### config.mk
export PLATFORM = sky130hd
export DESIGN_NAME = pwm_pair_ctrl
export DESIGN_NICKNAME = d
export VERILOG_FILES = /design/src/rtl/pwm_pair_pkg.sv /design/src/rtl/pwm_timing_regs.sv /design/src/rtl/pwm_cycle_counter.sv /design/src/rtl/pwm_channel.sv /design/src/rtl/pwm_overlap_guard.sv /design/src/rtl/pwm_pair_ctrl.sv
export SDC_FILE = /design/constraint.sdc
export NUM_CORES = 1
export LEC_CHECK = 0
export ABC_AREA = 0
export BUFFER_PORTS_ARGS = -buffer_cell sky130_fd_sc_hd__buf_2
export CORE_MARGIN = 3
export CORE_UTILIZATION = 25
export DETAILED_ROUTE_END_ITERATION = 8
export SETUP_SLACK_MARGIN = 0.1
export SKIP_CTS_REPAIR_TIMING = 1
export SLEW_MARGIN = 20
export SYNTH_ARGS = -nofsm -noshare
export SYNTH_HDL_FRONTEND = slang
export SYNTH_SLANG_ARGS = --single-unit
### constraint.sdc
create_clock -name clk -period 1.9 [get_ports clk]
set_input_delay 0.095 -clock clk [delete_from_list [all_inputs] [get_ports clk]]
set_output_delay 0.095 -clock clk [all_outputs]
set_load 0.02 [all_outputs]
### src/rtl/pwm_pair_pkg.sv
package pwm_pair_pkg;

    localparam int CNT_W  = 12;
    localparam int ADDR_W = 3;
    localparam int NUM_CH = 2;

    typedef enum logic [ADDR_W-1:0] {
        ADR_HOLD   = 3'd0,
        ADR_OUTCFG = 3'd1,
        ADR_PERIOD = 3'd2,
        ADR_SET_A  = 3'd3,
        ADR_CLR_A  = 3'd4,
        ADR_SET_B  = 3'd5,
        ADR_CLR_B  = 3'd6
    } reg_addr_e;

    typedef struct packed {
        logic             guard_off;
        logic             en_b;
        logic             en_a;
        logic [CNT_W-1:0] period;
        logic [CNT_W-1:0] set_a;
        logic [CNT_W-1:0] clr_a;
        logic [CNT_W-1:0] set_b;
        logic [CNT_W-1:0] clr_b;
    } timing_set_t;

    localparam timing_set_t TIMING_RESET = '0;

    // Next request state for one output given the counter and its compares.
    function automatic logic next_request(input logic             cur,
                                          input logic [CNT_W-1:0] count,
                                          input logic [CNT_W-1:0] set_v,
                                          input logic [CNT_W-1:0] clr_v);
        if (count == set_v)      return 1'b1;
        else if (count == clr_v) return 1'b0;
        else                     return cur;
    endfunction

endpackage

### src/rtl/pwm_timing_regs.sv
module pwm_timing_regs
    import pwm_pair_pkg::*;
(
    input  logic              clk,
    input  logic              rst,
    input  logic              wr_en,
    input  logic [ADDR_W-1:0] wr_addr,
    input  logic [CNT_W-1:0]  wr_data,
    input  logic              cycle_end,
    output timing_set_t       work_set,
    output logic              hold
);

    timing_set_t buf_q;
    timing_set_t work_q;
    logic        hold_q;
    reg_addr_e   addr;

    assign addr = reg_addr_e'(wr_addr);

    always_ff @(posedge clk) begin
        if (rst) begin
            buf_q  <= TIMING_RESET;
            hold_q <= 1'b0;
        end else if (wr_en) begin
            case (addr)
                ADR_HOLD:   hold_q        <= wr_data[0];
                ADR_OUTCFG: begin
                    buf_q.en_a      <= wr_data[0];
                    buf_q.en_b      <= wr_data[1];
                    buf_q.guard_off <= wr_data[2];
                end
                ADR_PERIOD: buf_q.period <= wr_data;
                ADR_SET_A:  buf_q.set_a  <= wr_data;
                ADR_CLR_A:  buf_q.clr_a  <= wr_data;
                ADR_SET_B:  buf_q.set_b  <= wr_data;
                ADR_CLR_B:  buf_q.clr_b  <= wr_data;
                default:    ;
            endcase
        end
    end

    // Atomic transfer of the whole buffer at the cycle boundary.
    always_ff @(posedge clk) begin
        if (rst)
            work_q <= TIMING_RESET;
        else if (cycle_end && !hold_q)
            work_q <= buf_q;
    end

    assign work_set = work_q;
    assign hold     = hold_q;

endmodule

### src/rtl/pwm_cycle_counter.sv
module pwm_cycle_counter
    import pwm_pair_pkg::*;
(
    input  logic             clk,
    input  logic             rst,
    input  logic [CNT_W-1:0] period,
    output logic [CNT_W-1:0] count,
    output logic             cycle_end
);

    logic [CNT_W-1:0] count_q;

    assign cycle_end = (count_q >= period);

    always_ff @(posedge clk) begin
        if (rst)            count_q <= '0;
        else if (cycle_end) count_q <= '0;
        else                count_q <= count_q + 1'b1;
    end

    assign count = count_q;

endmodule

### src/rtl/pwm_channel.sv
module pwm_channel
    import pwm_pair_pkg::*;
(
    input  logic             clk,
    input  logic             rst,
    input  logic [CNT_W-1:0] count,
    input  logic [CNT_W-1:0] set_v,
    input  logic [CNT_W-1:0] clr_v,
    input  logic             enable,
    output logic             request
);

    logic req_q;

    always_ff @(posedge clk) begin
        if (rst) req_q <= 1'b0;
        else     req_q <= next_request(req_q, count, set_v, clr_v);
    end

    assign request = req_q & enable;

endmodule

### src/rtl/pwm_overlap_guard.sv
module pwm_overlap_guard (
    input  logic clk,
    input  logic rst,
    input  logic guard_on,
    input  logic req_a,
    input  logic req_b,
    output logic out_a,
    output logic out_b
);

    logic q_a, q_b;
    logic conflict;
    logic b_owns;
    logic grant_a, grant_b;

    assign conflict = guard_on && req_a && req_b;
    assign b_owns   = q_b && !q_a;
    assign grant_a  = req_a && !(conflict && b_owns);
    assign grant_b  = req_b && !(conflict && !b_owns);

    always_ff @(posedge clk) begin
        if (rst) begin
            q_a <= 1'b0;
            q_b <= 1'b0;
        end else begin
            q_a <= grant_a;
            q_b <= grant_b;
        end
    end

    assign out_a = q_a;
    assign out_b = q_b;

endmodule

### src/rtl/pwm_pair_ctrl.sv
module pwm_pair_ctrl
    import pwm_pair_pkg::*;
(
    input  logic              clk,
    input  logic              rst,
    input  logic              wr_en,
    input  logic [ADDR_W-1:0] wr_addr,
    input  logic [CNT_W-1:0]  wr_data,
    output logic [CNT_W-1:0]  cnt,
    output logic              pwm_a,
    output logic              pwm_b
);

    timing_set_t      act_cfg;
    logic             lock_q;
    logic             wrap;
    logic [CNT_W-1:0] count;
    logic [CNT_W-1:0] set_v [NUM_CH];
    logic [CNT_W-1:0] clr_v [NUM_CH];
    logic             en_v  [NUM_CH];
    logic             req_v [NUM_CH];

    pwm_timing_regs u_regs (
        .clk       (clk),
        .rst       (rst),
        .wr_en     (wr_en),
        .wr_addr   (wr_addr),
        .wr_data   (wr_data),
        .cycle_end (wrap),
        .work_set  (act_cfg),
        .hold      (lock_q)
    );

    pwm_cycle_counter u_cnt (
        .clk       (clk),
        .rst       (rst),
        .period    (act_cfg.period),
        .count     (count),
        .cycle_end (wrap)
    );

    assign set_v[0] = act_cfg.set_a;
    assign clr_v[0] = act_cfg.clr_a;
    assign en_v[0]  = act_cfg.en_a;
    assign set_v[1] = act_cfg.set_b;
    assign clr_v[1] = act_cfg.clr_b;
    assign en_v[1]  = act_cfg.en_b;

    for (genvar g = 0; g < NUM_CH; g++) begin : g_ch
        pwm_channel u_ch (
            .clk     (clk),
            .rst     (rst),
            .count   (count),
            .set_v   (set_v[g]),
            .clr_v   (clr_v[g]),
            .enable  (en_v[g]),
            .request (req_v[g])
        );
    end

    pwm_overlap_guard u_guard (
        .clk      (clk),
        .rst      (rst),
        .guard_on (!act_cfg.guard_off),
        .req_a    (req_v[0]),
        .req_b    (req_v[1]),
        .out_a    (pwm_a),
        .out_b    (pwm_b)
    );

    assign cnt = count;

endmodule

======== Word level (Yosys, flattened, before mapping) ========
Cells that the tools add are included.
cells by class
  add/sub/neg operators ................... 1
  order comparisons ....................... 1
  equality and inequality tests ........... 10
  mux-type cells .......................... 4
  bitwise gates (word level) .............. 2
  reductions and logical operators ........ 25
operators by type and width
  cell                                            number
  == test 12 bit                                  4
  AND reduction 2 bit                             7
  adder 12 x 1 -> 12 bit (second input constant)  1
  >= comparator 12 bit                            1
  == test 3 bit (second input constant)           3
  logical AND 1 bit                               8
  == test 3 x 2 -> 1 bit (second input constant)  2
  zero test 1 bit                                 6
  two-way mux 1 bit                               4
  nonzero test 2 bit                              2
  == test 3 x 1 -> 1 bit (second input constant)  1
  zero test 3 bit                                 1
  bitwise AND 1 bit                               2
  OR reduction 2 bit                              1
word-level totals
  bits in registers ....................... 143
  bits of input ports ..................... 18
  word-level logic and storage cells ...... 65

======== Depth between registers and ports, before layout ========
  depth after elaboration ................. 6
  depth in mapped cells ................... 10
  mapped depth without buffers ............ 7

======== Modules after synthesis ========
Synthesis repeated with hierarchy kept, for this count alone.
second synthesis, totals
  cell total of the unflattened synthesis .. 737
  area, all modules ....................... 6018.3 sq um
by module, submodules not included
  module             instances  cells an instance  area an instance (sq um)
  pwm_timing_regs    1          560                4473.0
  pwm_cycle_counter  1          98                 845.8
  pwm_channel        2          35                 302.8
  pwm_overlap_guard  1          8                  90.1
  pwm_pair_ctrl      1          1                  3.8

======== Least setup slack after synthesis ========
No wires, ideal clock.
  path type ............................... flip-flop to flip-flop
  start ................................... register u_cnt.count_q[0] (netlist: u_cnt.count[0])
  end ..................................... register u_regs.work_q (netlist bit u_regs.work_set[0])
  data arrival time ....................... 2.007 ns
  data required time ...................... 1.828 ns
  setup slack ............................. -0.178 ns
  cell stages (with the launch flop) ...... 11
  buffers on the path ..................... 3
  clock period less this slack ............ 2.078 ns
  cells stage by stage .................... dfxtp_1 > buf_2 > inv_1 > ha_1 > nand2b_1 > a31oi_1 > o21ai_1 > a21oi_2 > buf_12 > buf_12 > mux2i_1
between the ends
  cells in the longest elaborated chain, start to end .. 2
ends and longest elaborated chain
  what                    line                     RTL
  from (decl)             pwm_cycle_counter.sv:11  logic [CNT_W-1:0] count_q;
  from (signal assigned)  pwm_cycle_counter.sv:18  else count_q <= count_q + 1'b1;
  >= comparator 12 bit    pwm_cycle_counter.sv:13  assign cycle_end = (count_q >= period);
  logical AND 1 bit       pwm_timing_regs.sv:47    else if (cycle_end && !hold_q)
  to (signal assigned)    pwm_timing_regs.sv:48    work_q <= buf_q;
  to (decl)               pwm_timing_regs.sv:15    timing_set_t work_q;
No other way between the ends.
A chain may end at the register's enable or synchronous reset.

======== Final worst setup path ========
  start ................................... register u_regs.work_q (netlist bit u_regs.work_set[58])
  end ..................................... register u_regs.work_q (netlist bit u_regs.work_set[17])
between the ends
  cells in the longest elaborated chain, start to end .. 2
ends and longest elaborated chain
  what                  line
  >= comparator 12 bit  pwm_cycle_counter.sv:13
  logical AND 1 bit     pwm_timing_regs.sv:47
No other way between the ends.

==> results.cfg <==
[setup_path]
rrSetupSlack_ps = 60
crit_start = u_regs.work_set[58]
cp_max_fo = 7
crit_arrival_ps = 2180
reg2regPathDepth = 9
endpoint = u_regs.work_set[17]
endpoint_kind = flip-flop
crit_top_cell = a21oi_4
crit_path_top_delay_cell = dfxtp_2
reg2reg_to = u_regs.work_set[17]
crit_required_ps = 2240
path_delay_family = compound AO/OA/AOI/OAI gates
crit_buf_inv = 3
slowest_delay_ps = 330
critPathKind = reg2reg
path_depth = 9
timing.rr.start = u_regs.work_set[58]
worstSetupStartpointType = flip-flop
cp_cell_sequence = inv_2 -> ha_4 -> a21o_1 -> o21ai_4 -> a21oi_4 -> a21oi_4 -> buf_6 -> clkbuf_16 -> mux2i_1

[clocking]
cts_buffers = 17
clkLatencyLatePin_ps = 420
clockBufferDepth = 2
path_clk_slew_ps = 60
cts_tree = done
htree_levels = 4
numClockSinks = 143
cts_root_buffer = clkbuf_16

[detailed_routing]
drt_iter0_drc = 336
ant_nets = 0
avgRoutedWirePerCell_um = 15.4
firstDrtPassIters = 5
post-route-drc-count = 0
viasPerCell = 4.38
vias = 4950
totalWireLength_um = 17400

[global_routing]
track_usage_pct = 11.9
grt_pass1_wl_um = 26700
grt_max_degree = 70
antenna_found_initial = 0
grt_pass1_vias = 4757
overflow = 0

[synth]
synth-seq-cells = 143
yosysMostFrequentCell = dfxtp_1
synth_compound_area_share_pct = 6.11
netlist_area_sq_um = 6800
synth_fa_ha_area_share_pct = 2.39
synthFlopType = dfxtp_1
ys_types = 35
synth_nets = 776
synth-edff-count = 0
netlist.area_leader.share_pct = 42.1
synth_cells = 745
synth_top_cell_by_area = dfxtp_1
ys_top_cells_by_count = dfxtp_1, nand2_1, or2b_1
synth.area.top_cells = dfxtp_1, or2b_1, mux2i_1
synthMuxAreaShare_pct = 9.87
avgSynthCellArea_sq_um = 9.12
synth-xor-area-share_pct = 7.34
synthArstFlopShare_pct = 0
synth-simple-area-share_pct = 26.5
yosysWarnings = 0
ys_seq_area_share_pct = 42.1
synth_top_family_by_area = simple AND/OR/NAND/NOR gates

[die]
dieArea_sq_um = 29200
start_util_pct = 25.8
ios = 32
row_count = 59
coreArea_sq_um = 26400
die_w_um = 171
die-height_um = 171

[cells_and_area]
drive_gt1_share_pct = 19.1
diodes = 0
syn_to_final_growth_pct = 22.2
final_util_pct = 31.5
design_area_sq_um = 8300
instances_no_fill = 1131
fin_nets = 815

[timing]
fmax_mhz = 543
finalSetupViolCount = 0
worst_pin_slew_ps = 645
slew_violations = 0
whs_ps = -17.9
skew_ps = 8.83
period_share_pct = 97.0
hold_violations = 13
slew_headroom_pct = 56.9
min_period_ps = 1840
rsz0062_at_grt = yes

[run_status]
outcome = finished with violations
violations = hold timing

[placed_design]
dpl-instance-area_sq_um = 7320
dp_cells = 1085
dp_hpwl_um = 11700
gp_congestion = 0.788
port_buffers = 31

[pwr]
p_leak_nw = 3.03
power_density_nw_per_um2 = 844
power_mw = 7.01
ir_drop_mv = 0.653

[run]
maxCapViolations = 0

[worst_hold_path]
hold_depth = 3
hp-class = in2reg
==> logic make-up after synthesis <==
group | Yosys count
compound gates | 77
xor+xnor | 57
fa+ha+maj | 13
buf+inv | 66
flops | 143
mux | 67
simple gates | 322
==> worst min path at each step <==
stage	from	to
global route	wr_data[9]	u_regs.buf_q[33]
floorplan	wr_data[0]	u_regs.buf_q[0]
finish	wr_data[8]	u_regs.buf_q[44]
CTS	wr_data[3]	u_regs.buf_q[15]
detailed placement	wr_data[3]	u_regs.buf_q[15]
global placement	wr_data[10]	u_regs.buf_q[34]
==> tightest hold or removal path, delay by kind of cell <==
family	cells	cell delay, ps
buf+inv	1	140
compound gates	1	50
simple gates	1	60
==> metrics by stage <==
stage          setup slack [ps]  setup TNS (ps)
6_report                   56.7               0
3_5_place_dp              -67.7           -1810
2_1_floorplan              56.6               0
5_1_grt                   -20.6           -60.0
4_1_cts                    -103           -3860
3_3_place_gp              -20.2            -463
==> cells in the final DEF (no fill, tap or decap), types with 7 or more instances in the layout <==
cell | Yosys | layout
a21oi_1 | 65 | 63
buf_2 | 11 | 30
buf_4 | 0 | 20
clkbuf_16 | 0 | 22
dfxtp_1 | 143 | 132
dfxtp_2 | 0 | 10
ha_1 | 13 | 7
inv_1 | 15 | 11
mux2i_1 | 67 | 67
nand2_1 | 130 | 130
nand2b_1 | 10 | 9
nand3_1 | 9 | 9
nand4_1 | 7 | 7
nor2_1 | 21 | 21
or2b_1 | 98 | 98
or2b_2 | 22 | 22
xnor2_1 | 27 | 27
xor2_1 | 30 | 30
==> registers in the layout, summed over array words and instances (netlist names) <==
name,count
u_cnt.count,12
u_regs.hold,1
u_guard.out_b,1
g_ch.u_ch.req_q,2
u_regs.work_set,63
u_guard.out_a,1
u_regs.buf_q,63
==> layout make-up <==
cell class / instances / area (sq um)
clock buffer: 25 / 495
clock inverter: 6 / 57.6
fill: 2681 / 18000
inverter: 15 / 56.3
multi-input combinational: 536 / 3720
sequential: 143 / 2880
tap: 335 / 419
timing repair buffer: 71 / 681
==> report_power, final <==
group,switching [mW],leakage [nW],internal (mW)
registers,0.0355,1.16,3.06
logic,0.391,1.60,0.386
clock network,1.22,0.273,1.92
total,1.64,3.03,5.37
==> metal layers <==
layer  track usage, %  vias up  part of all wire (%)
li1                 -     2489                     -
met5                0        -                     0
met4             4.02        0                   2.0
met1             16.7     2330                    49
met2             18.4      105                    45
met3             1.99       26                   3.9
(Power assumes the default switching activity.)
